===== config.mk =====
export PLATFORM = sky130hd
export DESIGN_NAME = crc_attach
export DESIGN_NICKNAME = d
export VERILOG_FILES = /design/src/rtl/crc_attach_pkg.sv /design/src/rtl/crc_attach_rst_sync.sv /design/src/rtl/crc_attach_cfg.sv /design/src/rtl/crc_attach_lfsr.sv /design/src/rtl/crc_attach_ctrl.sv /design/src/rtl/crc_attach.sv
export SDC_FILE = /design/constraint.sdc
export NUM_CORES = 1
export LEC_CHECK = 0
export BUFFER_PORTS_ARGS = -buffer_cell sky130_fd_sc_hd__buf_4
export CAP_MARGIN = 10
export CORE_MARGIN = 2
export CORE_UTILIZATION = 60
export DETAILED_ROUTE_END_ITERATION = 7
export GPL_TIMING_DRIVEN = 0
export HOLD_SLACK_MARGIN = 0.05
export PLACE_DENSITY = 0.88
export SYNTH_ARGS = -nofsm -noshare
export SYNTH_HDL_FRONTEND = slang
export SYNTH_SLANG_ARGS = --single-unit

===== constraint.sdc =====
create_clock -name clk -period 2.3 [get_ports clk]
set_input_delay 0.23 -clock clk [delete_from_list [all_inputs] [get_ports clk]]
set_output_delay 0.23 -clock clk [all_outputs]
set_load 0.01 [all_outputs]

===== src/rtl/crc_attach_pkg.sv =====
package crc_attach_pkg;
  localparam int unsigned CRC_MAX_W = 24;
  localparam int unsigned CNT_W     = $clog2(CRC_MAX_W + 1);
  localparam int unsigned SEL_W     = 2;

  typedef logic [CRC_MAX_W-1:0] crc_t;
  typedef logic [CNT_W-1:0]     cnt_t;
  typedef logic [SEL_W-1:0]     sel_t;

  typedef enum logic [SEL_W-1:0] {
    SEL_C6  = 2'd0,
    SEL_C11 = 2'd1,
    SEL_C24 = 2'd2,
    SEL_C24B = 2'd3
  } crc_sel_e;

  function automatic cnt_t sel_len(input sel_t s);
    case (crc_sel_e'(s))
      SEL_C6:  sel_len = cnt_t'(6);
      SEL_C11: sel_len = cnt_t'(11);
      default: sel_len = cnt_t'(24);
    endcase
  endfunction

  // Generator terms below the top power
  function automatic crc_t sel_poly(input sel_t s);
    case (crc_sel_e'(s))
      SEL_C6:  sel_poly = crc_t'(24'h000021);
      SEL_C11: sel_poly = crc_t'(24'h000621);
      default: sel_poly = crc_t'(24'hB2B117);
    endcase
  endfunction

  function automatic crc_t len_mask(input cnt_t len);
    len_mask = (crc_t'(1) << len) - crc_t'(1);
  endfunction
endpackage


===== src/rtl/crc_attach_rst_sync.sv =====
module crc_attach_rst_sync #(
  parameter int unsigned STAGES = 2
) (
  input  logic clk,
  input  logic arst_n,
  output logic rst_n
);
  logic [STAGES-1:0] sync_q;

  always_ff @(posedge clk or negedge arst_n) begin
    if (!arst_n) sync_q <= '0;
    else         sync_q <= {sync_q[STAGES-2:0], 1'b1};
  end

  assign rst_n = sync_q[STAGES-1];
endmodule


===== src/rtl/crc_attach_cfg.sv =====
module crc_attach_cfg
  import crc_attach_pkg::*;
(
  input  logic clk,
  input  logic rst_n,
  input  logic first_i,
  input  logic take_i,
  input  sel_t sel_i,
  output cnt_t len_o,
  output crc_t poly_o
);
  sel_t sel_q, sel_d, sel_eff;

  always_comb begin
    sel_d   = take_i ? sel_i : sel_q;
    sel_eff = first_i ? sel_i : sel_q;
  end

  always_ff @(posedge clk or negedge rst_n) begin
    if (!rst_n)      sel_q <= '0;
    else if (take_i) sel_q <= sel_d;
  end

  assign len_o  = sel_len(sel_eff);
  assign poly_o = sel_poly(sel_eff);


  sel_hold_chk: assert property (@(posedge clk) disable iff (!rst_n)
    !first_i |=> $stable(sel_q));
endmodule


===== src/rtl/crc_attach_lfsr.sv =====
module crc_attach_lfsr
  import crc_attach_pkg::*;
(
  input  logic clk,
  input  logic rst_n,
  input  logic first_i,
  input  logic init_i,
  input  logic msg_adv_i,
  input  logic shift_i,
  input  logic bit_i,
  input  cnt_t len_i,
  input  crc_t poly_i,
  output logic msb_o
);
  crc_t crc_q, crc_d, base, mask;
  logic fb, en;

  always_comb begin
    mask  = len_mask(len_i);
    base  = first_i ? (init_i ? mask : '0) : crc_q;
    fb    = base[len_i - cnt_t'(1)] ^ bit_i;
    en    = msg_adv_i | shift_i;
    crc_d = crc_q;
    if (msg_adv_i)    crc_d = ((base << 1) & mask) ^ (fb ? poly_i : '0);
    else if (shift_i) crc_d = (crc_q << 1) & mask;
  end

  always_ff @(posedge clk or negedge rst_n) begin
    if (!rst_n)  crc_q <= '0;
    else if (en) crc_q <= crc_d;
  end

  assign msb_o = crc_q[len_i - cnt_t'(1)];


  crc_stall_chk: assert property (@(posedge clk) disable iff (!rst_n)
    !(msg_adv_i || shift_i) |=> $stable(crc_q));

  crc_width_chk: assert property (@(posedge clk) disable iff (!rst_n)
    !first_i |-> ((crc_q & ~len_mask(len_i)) == '0));
endmodule


===== src/rtl/crc_attach_ctrl.sv =====
module crc_attach_ctrl
  import crc_attach_pkg::*;
(
  input  logic clk,
  input  logic rst_n,
  input  logic in_valid,
  input  logic in_last,
  input  logic out_ready,
  input  cnt_t len_i,
  output logic in_ready,
  output logic out_valid,
  output logic out_last,
  output logic tail_o,
  output logic first_o,
  output logic msg_adv_o,
  output logic shift_o
);
  logic tail_q, tail_d, first_q, first_d;
  cnt_t cnt_q, cnt_d;

  always_comb begin
    in_ready  = !tail_q && out_ready;
    msg_adv_o = in_ready && in_valid;
    shift_o   = tail_q && out_ready;
    out_valid = tail_q || in_valid;
    out_last  = tail_q && (cnt_q == '0);
    tail_d    = tail_q;
    first_d   = first_q;
    cnt_d     = cnt_q;
    if (msg_adv_o) begin
      first_d = 1'b0;
      if (in_last) begin
        tail_d = 1'b1;
        cnt_d  = len_i - cnt_t'(1);
      end
    end else if (shift_o) begin
      cnt_d = cnt_q - cnt_t'(1);
      if (cnt_q == '0) begin
        tail_d  = 1'b0;
        first_d = 1'b1;
      end
    end
  end

  always_ff @(posedge clk or negedge rst_n) begin
    if (!rst_n) begin
      tail_q  <= 1'b0;
      first_q <= 1'b1;
      cnt_q   <= '0;
    end else begin
      tail_q  <= tail_d;
      first_q <= first_d;
      cnt_q   <= cnt_d;
    end
  end

  assign tail_o  = tail_q;
  assign first_o = first_q;


  last_ends_chk: assert property (@(posedge clk) disable iff (!rst_n)
    (out_last && out_ready) |=> (!tail_q && first_q));

  tail_stall_chk: assert property (@(posedge clk) disable iff (!rst_n)
    (tail_q && !out_ready) |=> (tail_q && $stable(cnt_q)));

  tail_range_chk: assert property (@(posedge clk) disable iff (!rst_n)
    tail_q |-> (cnt_q < len_i));

  tail_exit_chk: assert property (@(posedge clk) disable iff (!rst_n)
    $fell(tail_q) |-> $past(out_last && out_ready));
endmodule


===== src/rtl/crc_attach.sv =====
module crc_attach
  import crc_attach_pkg::*;
(
  input  logic       clk,
  input  logic       arst_n,
  input  logic       in_valid,
  output logic       in_ready,
  input  logic       in_bit,
  input  logic       in_last,
  input  logic [1:0] in_sel,
  input  logic       in_init,
  output logic       out_valid,
  input  logic       out_ready,
  output logic       out_bit,
  output logic       out_last
);
  logic rst_n, tail, first, msg_adv, shift, crc_msb;
  cnt_t len;
  crc_t poly;

  crc_attach_rst_sync #(.STAGES(2)) u_rst (
    .clk(clk), .arst_n(arst_n), .rst_n(rst_n)
  );

  crc_attach_ctrl u_ctrl (
    .clk(clk), .rst_n(rst_n), .in_valid(in_valid), .in_last(in_last),
    .out_ready(out_ready), .len_i(len), .in_ready(in_ready),
    .out_valid(out_valid), .out_last(out_last), .tail_o(tail),
    .first_o(first), .msg_adv_o(msg_adv), .shift_o(shift)
  );

  crc_attach_cfg u_cfg (
    .clk(clk), .rst_n(rst_n), .first_i(first), .take_i(first && msg_adv),
    .sel_i(in_sel), .len_o(len), .poly_o(poly)
  );

  crc_attach_lfsr u_lfsr (
    .clk(clk), .rst_n(rst_n), .first_i(first), .init_i(in_init),
    .msg_adv_i(msg_adv), .shift_i(shift), .bit_i(in_bit), .len_i(len),
    .poly_i(poly), .msb_o(crc_msb)
  );

  assign out_bit = tail ? crc_msb : in_bit;


  tail_block_chk: assert property (@(posedge clk) disable iff (!rst_n)
    out_last |-> !in_ready);
endmodule


# [Word level (Yosys, flattened, before mapping)]
# Index checks and enable logic that the tools add are counted.
# Widths: inputs -> output; s select.
[word_totals] out_inout_bits=4 input_bits=9 regBits=35 elab_cells=56
[classes] n_eq_ne=2 order_cmp=1 n_addsub=3 mux=23 shift=1 n_reduce_logical=15 bitwise=5
[op_table] cell="$mux 24" count=5
[op_table] cell="$and 24x24->24" count=2
[op_table] cell="$pmux 24 s2" count=1
[op_table] cell="$shl 1x5->24 const A" count=1
[op_table] cell="$sub 24x1->24 const B" count=1
[op_table] cell="$xor 24x24->24" count=1
[op_table] cell="$mux 5" count=3
[op_table] cell="$bmux 1 s5" count=2
[op_table] cell="$mux 1" count=10
[op_table] cell="$pmux 5 s2" count=1
[op_table] cell="$sub 5x1->5 const B" count=2
[op_table] cell="$lt 5x6->1 const B" count=1
[op_table] cell="$reduce_and 2->1" count=3
[op_table] cell="$logic_and 1x1->1" count=5
[op_table] cell="$logic_not 5->1" count=1
[op_table] cell="$reduce_bool 2->1" count=2
[op_table] cell="$reduce_and 3->1" count=1
[op_table] cell="$eq 2x1->1 const B" count=1
[op_table] cell="$logic_not 2->1" count=1
[op_table] cell="$mux 2" count=1
[op_table] cell="$ne 2x2->1 const B" count=1
[op_table] cell="$logic_not 1->1" count=1
[op_table] cell="$logic_or 1x1->1" count=1
[op_table] cell="$or 1x1->1" count=1
[op_table] cell="$xor 1x1->1" count=1

# [Longest topological paths before layout]
# Gate-level depths: netlist of run 1.
[logic_depth] ltp_word=13 depth_mapped=8 ltp_nobuf=6

# [Cells and area by module]
# A second synthesis of run 1 with hierarchy kept.
[hier_totals] cells_unflattened=659 hier_area_um2=4795.8
[by_module_without_submodules] mod="crc_attach_lfsr" cells_each=565 area_each_um2=3911.3 instances=1 seq_area_each_um2=600.6
[by_module_without_submodules] mod="crc_attach_ctrl" cells_each=50 area_each_um2=496.7 instances=1 seq_area_each_um2=176.4
[by_module_without_submodules] mod="crc_attach_cfg" cells_each=39 area_each_um2=312.8 instances=1 seq_area_each_um2=50.0
[by_module_without_submodules] mod="crc_attach_rst_sync" cells_each=3 area_each_um2=53.8 instances=1 seq_area_each_um2=50.0
[by_module_without_submodules] mod="crc_attach" cells_each=2 area_each_um2=21.3 instances=1 seq_area_each_um2=0.0

# [Least setup slack after synthesis of run 1]
# Ideal clock, no wire load.
[synth_path] path_kind="reg-to-reg" start="reg u_lfsr.crc_q[5]" end="reg u_lfsr.crc_q[5]" setup_ns=0.080 required_time_ns=2.220 arrival_ns=1.858 path_stages_with_launch=7 slack_ns=0.362 path_buffers=0 period_less_slack_ns=1.938 path_cell_list="dfrtp_1 > or4_1 > o211ai_2 > a21oi_4 > xnor2_2 > or4_4 > o211ai_2"
[synth_via] elab_chain_cells=7
[synth_lines] item="start: declaration" line_no="crc_attach_lfsr.sv:15" rtl="crc_t crc_q, crc_d, base, mask;"
[synth_lines] item="start signal: assignment" line_no="crc_attach_lfsr.sv:30" rtl="else if (en) crc_q <= crc_d;"
[synth_lines] item="$mux 24" line_no="crc_attach_lfsr.sv:20" rtl="base = first_i ? (init_i ? mask : '0) : crc_q;"
[synth_lines] item="$bmux 1 s5" line_no="crc_attach_lfsr.sv:21" rtl="fb = base[len_i - cnt_t'(1)] ^ bit_i;"
[synth_lines] item="$mux 1 (implied by the code)" line_no="crc_attach_lfsr.sv:21"
[synth_lines] item="$xor 1x1->1" line_no="crc_attach_lfsr.sv:21"
[synth_lines] item="$mux 24" line_no="crc_attach_lfsr.sv:24" rtl="if (msg_adv_i) crc_d = ((base << 1) & mask) ^ (fb ? poly_i : '0);"
[synth_lines] item="$xor 24x24->24" line_no="crc_attach_lfsr.sv:24"
[synth_lines] item="$mux 24" line_no="crc_attach_lfsr.sv:24"
# No other way between the ends. The select of a mux whose other input is x is not followed.
# A chain may end at the register's enable or synchronous reset.

# [Worst setup path after layout of run 1]
[layout_path] start="reg u_ctrl.first_q (netlist: u_ctrl.first_o)" end="out out_bit"
[layout_via] elab_chain_cells=7 elab_cells_between_ends=8 classes_between="add/sub: 1; eq/ne: 1; mux: 5; reduce/logical: 1"
[layout_lines] item="start: declaration" line_no="crc_attach_ctrl.sv:18" rtl="logic tail_q, tail_d, first_q, first_d;"
[layout_lines] item="start signal: assignment" line_no="crc_attach_ctrl.sv:52" rtl="first_q <= first_d;"
[layout_lines] item="$mux 2 (*)" line_no="crc_attach_cfg.sv:16" rtl="sel_eff = first_i ? sel_i : sel_q;"
[layout_lines] item="$eq 2x1->1 or $logic_not 2->1 (tied branches)" line_no="crc_attach_pkg.sv:18" rtl="case (crc_sel_e'(s))"
[layout_lines] item="$pmux 5 s2 (*)" line_no="crc_attach_pkg.sv:18"
[layout_lines] item="$sub 5x1->5 (*)" line_no="crc_attach_lfsr.sv:33" rtl="assign msb_o = crc_q[len_i - cnt_t'(1)];"
[layout_lines] item="$bmux 1 s5 (*)" line_no="crc_attach_lfsr.sv:33"
[layout_lines] item="$mux 1 (implied by the code) (*)" line_no="crc_attach_lfsr.sv:33"
[layout_lines] item="$mux 1 (*)" line_no="crc_attach.sv:43" rtl="assign out_bit = tail ? crc_msb : in_bit;"
[layout_lines] item="end: declaration" line_no="crc_attach.sv:14" rtl="output logic out_bit,"
# Every way passes the cells marked *; elsewhere a longest branch is shown, timed or not. The select of a mux whose other input is x is not followed.

==> results of run 1 <==
-- power groups by stage --
stage	Clock (uW)	Combinational (uW)	Sequential [uW]
2_1_floorplan	0	892	851
3_3_place_gp	0	1140	885
3_5_place_dp	0	1180	886
4_1_cts	340	1190	877
5_1_grt	367	1390	904
6_report	335	1260	885
-- stage by stage --
stage / cell area, um2 / hold WS (ns) / total power [uW] / worst slack [ns] / utilization, %
finish: 2416 / 0.1369 / 2482 / 0.08922 / 71.84
CTS: 2379 / 0.1257 / 2408 / 0.03396 / 70.72
floorplan: 2127 / -0.06559 / 1743 / 0.3621 / -
global placement: 2267 / 0.01323 / 2022 / 0.09957 / 67.41
global route: 2416 / 0.1341 / 2657 / 0.009694 / 71.84
detailed placement: 2295 / 0.01313 / 2063 / 0.09090 / 68.23
-- final cells by class --
class,count,share of cell area (%)
clock inverters,3,0.6214
multi-input cells,188,48.78
clock buffers,5,1.554
well taps,46,2.382
plain buffers,14,3.211
flip-flops and latches,35,36.30
inverters,8,1.243
repair buffers,16,5.904
-- flip-flops by register name (all words and copies together) (netlist names) --
register and count:
u_ctrl.first_o 1, u_rst.sync_q 2, u_lfsr.crc_q 24, u_cfg.sel_q 2, u_ctrl.cnt_q 5, u_ctrl.tail_o 1
-- path summary, 6_finish.rpt --
path,from,to,slack (ns),cells past startpoint
setup / recovery,u_ctrl.first_o$_DFFE_PN1P_,out_bit,0.09,7
hold / removal,in_sel[0],u_cfg.sel_q[0]$_DFFE_PN0P_,0.14,2
setup reg to reg,u_ctrl.first_o$_DFFE_PN1P_,u_lfsr.crc_q[4]$_DFFE_PN0N_,0.14,7
hold reg to reg,u_rst.sync_q[1]$_DFF_PN0_,u_lfsr.crc_q[17]$_DFFE_PN0N_,0.21,0
max in group asynchronous,u_rst.sync_q[1]$_DFF_PN0_,u_ctrl.first_o$_DFFE_PN1P_,1.52,1
min in group asynchronous,arst_n,u_rst.sync_q[0]$_DFF_PN0_,0.19,2
-- cell families (layout without fill, tap and decap cells) --
kind of cell / Yosys count / after routing / share of synthesized area [%]
compound gates: 81 / 81 / 25.44
xor+xnor: 6 / 6 / 2.834
fa+ha+maj: 3 / 3 / 1.771
buf+inv: 23 / 46 / 4.427
flops: 35 / 35 / 41.38
mux: 6 / 6 / 2.952
other cells: 1 / 3 / 0.1769
simple gates: 89 / 89 / 21.02
-- Yosys cell counts (3+ instances only) --
cell type and number:
a21oi_1 18, a22oi_1 7, and2_1 4, clkbuf_1 13, dfrtp_1 34, ha_1 3, inv_1 8, mux2i_1 4
nand2_1 28, nand3_1 16, nor2_1 16, nor3_1 3, o21a_1 7, o21ai_0 21, o221ai_1 6, or3_1 7
xor2_1 4
-- what timing repair did --
item	CTS	global route
setup buffers	1	2
endpoints found under the setup margin	1	2
gates resized for setup	4	4
endpoints found under the hold margin	2	0
hold buffers	1	0
gates cloned	0	0
-- worst max-delay path: stages (launching register included) --
cell       delay [ns]
dfstp_2          0.64
clkbuf_16        0.17
mux2i_1          0.20
mux2i_1          0.20
nand2_1          0.07
o211ai_1         0.10
o21ai_1          0.09
buf_4            0.16
-- metal layers --
layer	vias to the layer above	GRT usage, %	routed length [um]
li1	934	-	-
met1	940	36.79	2200
met2	79	42.76	2431
met3	15	7.500	365
met4	0	13.59	150
met5	-	0	0
==> flow_summary.json, run 1 <==
{
  "gr-usage-all-layers_pct": 27.99,
  "grt_start_max_net_pins": 23,
  "grt_pass1_vias": 1863,
  "setup_viol": 0,
  "first_pass_iters": 5,
  "portBuffers": 11,
  "dpl.hpwl_um": 3652,
  "dp_cells": 304,
  "multiInputGateArea_um2": 1179,
  "async_flop_share_pct": 100.0,
  "antenna_found_initial": 0,
  "clock_latency_ns": 0.36,
  "drive_above_1_share_pct": 14.13,
  "skew_ns": 0.01535,
  "min_period_ns": 2.211,
  "instances_no_fill": 315,
  "drv_slew": 0,
  "gp_congestion": 0.8855,
  "vias_per_cell": 6.248,
  "synth.top_cell.area_share_pct": 40.14,
  "max_slew_margin_pct": 63.58,
  "p_int_uw": 1369,
  "final_common_cell": "dfrtp_1",
  "synth-seq-area-share_pct": 41.38,
  "grt_overflow": 0,
  "synth_warnings": 0,
  "avgSynthCellArea_um2": 8.687,
  "required_ns": 2.07,
  "die_w_um": 63.44,
  "routedWlPerCell_um": 16.34,
  "final_cell_mix": "34 x dfrtp_1, 28 x nand2_1, 20 x o21ai_0, 17 x a21oi_1",
  "start_util_pct": 63.02,
  "vias": 1968,
  "p_sw_share_pct": 44.85,
  "cts.sinks": 35,
  "tns_ns": 0,
  "final_nets": 280,
  "maxCapViolations": 0,
  "synth_cell_types": 50,
  "seqCellArea_um2": 877.1,
  "p_leak_uw": 0.001057,
  "layout-area-overhead-vs-synth_pct": 13.99,
  "critPathArrivalTime_ns": 1.98,
  "p_seq_share_pct": 35.7,
  "p_comb_share_pct": 50.8,
  "cts_tree": "done",
  "drt_iter0_drc": 204,
  "die_h_um": 63.44,
  "criticalPathCategory": "reg2out",
  "path_max_fanout": 8,
  "crit_path_end_kind": "output port",
  "nFillCells": 257,
  "hp-class": "in2reg",
  "grt_first_pass_wirelength_um": 8652,
  "synth_area_um2": 2120,
  "ys.flop_type": "dfrtp_1",
  "outcome": "finished, final reports clean",
  "finalCritPeriodShare_pct": 96.12,
  "cts_buffers": 5,
  "clockBufferDepth": 2,
  "ys_top_cells_by_area": "dfrtp_1 40%, nand2_1 5.0%, o21ai_0 5.0%",
  "io_pins": 13,
  "rsz0062_at_grt": "false",
  "start_kind": "register",
  "finalHoldViolations": 0,
  "fmax_mhz": 452.3,
  "diodes": 0,
  "switchingPower_uw": 1113,
  "power_frac_clock_pct": 13.5,
  "postSynthCellCount": 244,
  "rows": 21,
  "htreeDepth": 2,
  "cts-root-buf": "clkbuf_4",
  "ant_nets": 0,
  "core_area_um2": 3363,
  "worst_slew_pin_slew_ns": 0.5427,
  "yosysTopAreaCell": "dfrtp_1",
  "finalWirelength_um": 5147,
  "fp.dieArea_um2": 4024,
  "drc_errors": 0,
  "power_density_nw_per_um2": 1027,
  "ir_drop_uv": 729.9,
  "synth_edf_count": 0,
  "ys_seq_elements": 35,
  "clk_pin_slew_worst_paths_ns": 0.12
}
No activity file was read; power rests on OpenSTA's default activity.
==> run 2: changes to the inputs <==
--- a/config.mk
+++ b/config.mk
@@ -8,11 +8,11 @@
 export BUFFER_PORTS_ARGS = -buffer_cell sky130_fd_sc_hd__buf_4
 export CAP_MARGIN = 10
 export CORE_MARGIN = 2
-export CORE_UTILIZATION = 60
+export CORE_UTILIZATION = 56
 export DETAILED_ROUTE_END_ITERATION = 7
 export GPL_TIMING_DRIVEN = 0
 export HOLD_SLACK_MARGIN = 0.05
-export PLACE_DENSITY = 0.88
+export PLACE_DENSITY = 0.83
 export SYNTH_ARGS = -nofsm -noshare
 export SYNTH_HDL_FRONTEND = slang
 export SYNTH_SLANG_ARGS = --single-unit
==> run 2 against run 1 <==
Net effect:
- largest power group unchanged
- clock power increased by 29%
- routed wire length decreased by 0.76%
- highest routed layer unchanged
- flip-flop and latch count unchanged
- total power increased by 1.9%
- first-iteration DRC count decreased by 13%
- via count about the same
- hold slack improved by 0.067 ns
- sequential power decreased by 0.9%
- utilization decreased by 5.6 points
==> flow_summary.json, run 2 (synthesis results as in run 1) <==
{
  "clk_pin_slew_worst_paths_ns": 0.08,
  "nFillCells": 307,
  "htreeDepth": 2,
  "fp.dieArea_um2": 4293,
  "setup_viol": 0,
  "reg.largest.list": "u_lfsr.crc_q (24), u_ctrl.cnt_q (5)",
  "critPathArrivalTime_ns": 2.40,
  "startpoint": "u_ctrl.first_o$_DFFE_PN1P_",
  "fmax_mhz": 458.0,
  "reg2reg_from": "u_ctrl.first_o$_DFFE_PN1P_",
  "rows": 22,
  "power_density_nw_per_um2": 1043,
  "die_h_um": 65.52,
  "crit_path_end_kind": "register",
  "criticalPathCategory": "reg2reg",
  "grt_first_pass_wirelength_um": 8694,
  "grt_pass1_vias": 1942,
  "finalCritPeriodShare_pct": 94.94,
  "tns_ns": 0,
  "clockBufferDepth": 2,
  "drt_iter0_drc": 178,
  "final_common_cell": "dfrtp_1",
  "ir_drop_uv": 649.2,
  "layout-area-overhead-vs-synth_pct": 14.46,
  "dpl.hpwl_um": 3732,
  "drv_slew": 0,
  "core_area_um2": 3661,
  "antenna_found_initial": 0,
  "cts.sinks": 35,
  "finalHoldViolations": 0,
  "final_nets": 281,
  "rsz0062_at_grt": "false",
  "cts-root-buf": "clkbuf_8",
  "start_kind": "register",
  "finalWirelength_um": 5108,
  "vias": 1969,
  "r2r-end": "u_lfsr.crc_q[5]$_DFFE_PN0N_",
  "max_slew_margin_pct": 61.76,
  "ant_nets": 0,
  "die_w_um": 65.52,
  "drc_errors": 0,
  "vias_per_cell": 6.192,
  "path_max_fanout": 10,
  "clock_latency_ns": 0.29,
  "portBuffers": 11,
  "regMostFlops": "u_lfsr.crc_q",
  "final_cell_mix": "34 x dfrtp_1, 28 x nand2_1, 20 x o21ai_0, 18 x a21oi_1",
  "routedWlPerCell_um": 16.06,
  "outcome": "finished, final reports clean",
  "first_pass_iters": 4,
  "place_ws_ns": 0.07389,
  "largest_register_ffs": 24,
  "maxCapViolations": 0,
  "p_leak_uw": 0.001063,
  "drive_above_1_share_pct": 13.33,
  "grt_overflow": 0,
  "required_ns": 2.52,
  "start_util_pct": 57.89,
  "gr-usage-all-layers_pct": 26.46,
  "worst_slew_pin_slew_ns": 0.5698,
  "crit_end": "u_lfsr.crc_q[5]$_DFFE_PN0N_",
  "diodes": 0,
  "post-route-worst-setup-slack_ns": 0.1165,
  "grt_start_max_net_pins": 23,
  "reg2regPathDepth": 7,
  "regToRegSetupSlack_ns": 0.12,
  "skew_ns": 0.01296,
  "min_period_ns": 2.184,
  "cts_tree": "done",
  "io_pins": 13,
  "hp-class": "in2reg",
  "gp_congestion": 0.8656,
  "cts_buffers": 5
}
-- run 2: changes by cell type in the layout (fill, tap and decap cells not counted), moves of 2 or more --
cell,change
clkbuf_8,+5
clkbuf_4,-5
clkbuf_1,+2
clkinv_2,-2
-- run 2: power breakdown --
group / switching, uW / internal (uW) / leakage, uW
combinational: 743 / 477 / 0.000558
clock: 220 / 212 / 0.0000422
sequential: 125 / 752 / 0.000463
total: 1090 / 1440 / 0.00106
-- run 2: what timing repair did --
item,4_1_cts,5_1_grt
gates resized for setup,3,3
setup buffers,0,3
hold buffers,1,0
endpoints found under the setup margin,1,1
hold endpoints to repair,2,0
-- run 2: cell type report --
type | instances | area [um2] | area share [%]
clock buffers | 7 | 76.32 | 3.146
multi-input cells | 188 | 1156 | 47.65
inverters | 8 | 30.03 | 1.238
repair buffers | 16 | 142.6 | 5.879
clock inverters | 1 | 5.005 | 0.2063
well taps | 48 | 60.06 | 2.475
flip-flops and latches | 35 | 877.1 | 36.15
plain buffers | 15 | 78.83 | 3.249
-- run 2: per-layer routing --
layer  GRT usage [%]  up-vias  routed length [um]
met5               0        -                   0
met4           10.68        0                  97
met3           5.479       10                 376
met2           42.86       86                2461
met1           34.58      944                2173
li1                -      929                   -
-- run 2: worst min path at each step --
stage                                  to      start  cells after the start
2_1_floorplan   u_rst.sync_q[0]$_DFF_PN0_     arst_n                      0
3_3_place_gp    u_rst.sync_q[0]$_DFF_PN0_     arst_n                      1
3_5_place_dp    u_rst.sync_q[1]$_DFF_PN0_     arst_n                      1
4_1_cts        u_cfg.sel_q[0]$_DFFE_PN0P_  in_sel[0]                      2
5_1_grt        u_cfg.sel_q[0]$_DFFE_PN0P_  in_sel[0]                      2
6_report       u_cfg.sel_q[0]$_DFFE_PN0P_  in_sel[0]                      2
-- run 2: metrics by stage --
| step | std cells | hold slack (ns) | utilization, % | area [um2] | power (uW) |
|---|---|---|---|---|---|
| global placement | 305 | 0.01314 | 62.00 | 2270 | 2025 |
| global route | 318 | 0.2256 | 66.27 | 2426 | 2713 |
| CTS | 315 | 0.1999 | 65.52 | 2399 | 2503 |
| floorplan | 246 | -0.06559 | - | 2127 | 1743 |
| finish | 318 | 0.2038 | 66.27 | 2426 | 2530 |
| detailed placement | 306 | 0.01348 | 62.75 | 2297 | 2060 |
-- run 2: worst max-delay path, stage by stage (launching register included) --
cell and delay (ns):
dfstp_2 0.38, buf_4 0.13, or4_1 0.53, o211ai_2 0.13, a21oi_4 0.07, xnor2_2 0.25
or4_4 0.56, o211ai_2 0.08
==> run 3: changes to the inputs <==
--- a/config.mk
+++ b/config.mk
@@ -12,6 +12,7 @@
 export DETAILED_ROUTE_END_ITERATION = 7
 export GPL_TIMING_DRIVEN = 0
 export HOLD_SLACK_MARGIN = 0.05
+export MAX_ROUTING_LAYER = met4
 export PLACE_DENSITY = 0.83
 export SYNTH_ARGS = -nofsm -noshare
 export SYNTH_HDL_FRONTEND = slang
==> run 3 against run 2 <==
Net effect:
- flip-flop and latch count stayed put
- die area stayed put
- cell count unchanged
- register-to-register slack is essentially flat
- cell area did not move
- first-iteration DRC count up 39%
- non-clock buffer count unchanged
- critical path depth unchanged
- maximum frequency is essentially flat
- critical endpoint unchanged
- largest cell class unchanged
==> flow_summary.json, run 3 (synthesis results as in run 1) <==
{
  "multiInputGateArea_um2": 1156,
  "grt_pass1_vias": 1934,
  "die_w_um": 65.52,
  "rows": 22,
  "required_ns": 2.52,
  "drt_iter0_drc": 247,
  "clockBufferDepth": 2,
  "layout-area-overhead-vs-synth_pct": 14.46,
  "dpl.hpwl_um": 3732,
  "nFillCells": 307,
  "gp_congestion": 0.8796,
  "maxCapViolations": 0,
  "fmax_mhz": 458.1,
  "core_area_um2": 3661,
  "post-route-worst-setup-slack_ns": 0.1171,
  "p_leak_uw": 0.001063,
  "hold_depth": 2,
  "antenna_found_initial": 0,
  "worst_slew_pin_slew_ns": 0.5673,
  "cts-root-buf": "clkbuf_8",
  "regMostFlops": "u_lfsr.crc_q",
  "htreeDepth": 2,
  "vias": 1970,
  "seqCellArea_um2": 877.1,
  "final_cell_mix": "34 x dfrtp_1, 28 x nand2_1, 20 x o21ai_0, 18 x a21oi_1",
  "portBuffers": 11,
  "critPathArrivalTime_ns": 2.40,
  "min_period_ns": 2.183,
  "cts_buffers": 5,
  "criticalPathCategory": "reg2reg",
  "final_cell_area_um2": 2426,
  "ir_drop_uv": 654.7,
  "start_util_pct": 57.89,
  "fp.dieArea_um2": 4293,
  "start_kind": "register",
  "power_density_nw_per_um2": 1042,
  "dpl_cell_area_um2": 2297,
  "routedWlPerCell_um": 16.16,
  "skew_ns": 0.01267,
  "drv_slew": 0,
  "r2r-end": "u_lfsr.crc_q[5]$_DFFE_PN0N_",
  "die_h_um": 65.52,
  "place_ws_ns": 0.07389,
  "crit_path_end_kind": "register",
  "clk_pin_slew_worst_paths_ns": 0.08,
  "reg2reg_from": "u_ctrl.first_o$_DFFE_PN1P_",
  "cts.sinks": 35,
  "cts_tree": "done",
  "vias_per_cell": 6.195,
  "reg.largest.list": "u_lfsr.crc_q (24), u_ctrl.cnt_q (5)",
  "reg2regPathDepth": 7,
  "diodes": 0,
  "gr-usage-all-layers_pct": 27.29,
  "finalHoldViolations": 0,
  "largest_register_ffs": 24,
  "final_nets": 281,
  "hp-start": "in_sel[0]",
  "instances_no_fill": 318,
  "outcome": "finished, final reports clean",
  "grt_overflow": 0,
  "io_pins": 13,
  "hp-class": "in2reg",
  "ant_nets": 0,
  "grt_start_max_net_pins": 23,
  "tns_ns": 0,
  "path_max_fanout": 10,
  "finalCritPeriodShare_pct": 94.91,
  "dp_cells": 306,
  "first_pass_iters": 6,
  "drc_errors": 0,
  "finalWirelength_um": 5138,
  "drive_above_1_share_pct": 13.33,
  "hold_path_end": "u_cfg.sel_q[0]$_DFFE_PN0P_",
  "rsz0062_at_grt": "false",
  "final_common_cell": "dfrtp_1",
  "max_slew_margin_pct": 61.93,
  "setup_viol": 0,
  "clock_latency_ns": 0.29,
  "regToRegSetupSlack_ns": 0.12,
  "grt_first_pass_wirelength_um": 8763
}
run 3: cell counts in the layout (fill, tap and decap cells not counted):
No cell type changed its count.
run 3: metrics by stage:
stage          hold slack, ns  utilization, %  power, uW
2_1_floorplan        -0.06559               -       1743
3_3_place_gp          0.01314           62.00       2025
3_5_place_dp          0.01348           62.75       2060
4_1_cts                0.1999           65.52       2503
5_1_grt                0.2254           66.27       2715
6_report               0.2074           66.27       2527
run 3: cell type report:
type / instances / area share (%)
plain buffers: 15 / 3.249
multi-input cells: 188 / 47.65
well taps: 48 / 2.475
clock inverters: 1 / 0.2063
flip-flops and latches: 35 / 36.15
repair buffers: 16 / 5.879
inverters: 8 / 1.238
clock buffers: 7 / 3.146
run 3: metal layers:
metal  wire length (um)  vias up  global-route usage (%)
met5                  0        -                       -
met3                376        5                   5.479
met2               2484       79                   43.24
met1               2206      957                   34.80
li1                   -      929                       -
met4                 71        0                   10.16
run 3: worst max path at each step:
stage / from / endpoint / slack, ns / cells past startpoint
finish: u_ctrl.first_o$_DFFE_PN1P_ / u_lfsr.crc_q[5]$_DFFE_PN0N_ / 0.12 / 7
global route: u_ctrl.first_o$_DFFE_PN1P_ / out_bit / 0.01 / 8
CTS: u_ctrl.first_o$_DFFE_PN1P_ / out_bit / 0.01 / 8
detailed placement: u_ctrl.first_o$_DFFE_PN1P_ / out_bit / 0.07 / 8
global placement: u_ctrl.first_o$_DFFE_PN1P_ / out_bit / 0.08 / 8
floorplan: u_lfsr.crc_q[5]$_DFFE_PN0N_ / u_lfsr.crc_q[5]$_DFFE_PN0N_ / 0.36 / 6
run 3: report_power, final:
part	leakage, uW	switching (uW)	internal (uW)
Sequential	0.000463	124	752
Combinational	0.000558	743	477
Clock	0.0000422	219	212
Total	0.00106	1090	1440
run 3: worst max-delay path, stage by stage (launching register included):
cell and delay, ns:
dfstp_2 0.38, buf_4 0.13, or4_1 0.53, o211ai_2 0.13, a21oi_4 0.07, xnor2_2 0.25
or4_4 0.56, o211ai_2 0.08
run 3: repair_timing:
item	in CTS	in global routing
setup endpoints to repair	1	1
buffers inserted	0	3
hold buffers	1	0
hold endpoints to repair	2	0
resized for setup	3	3
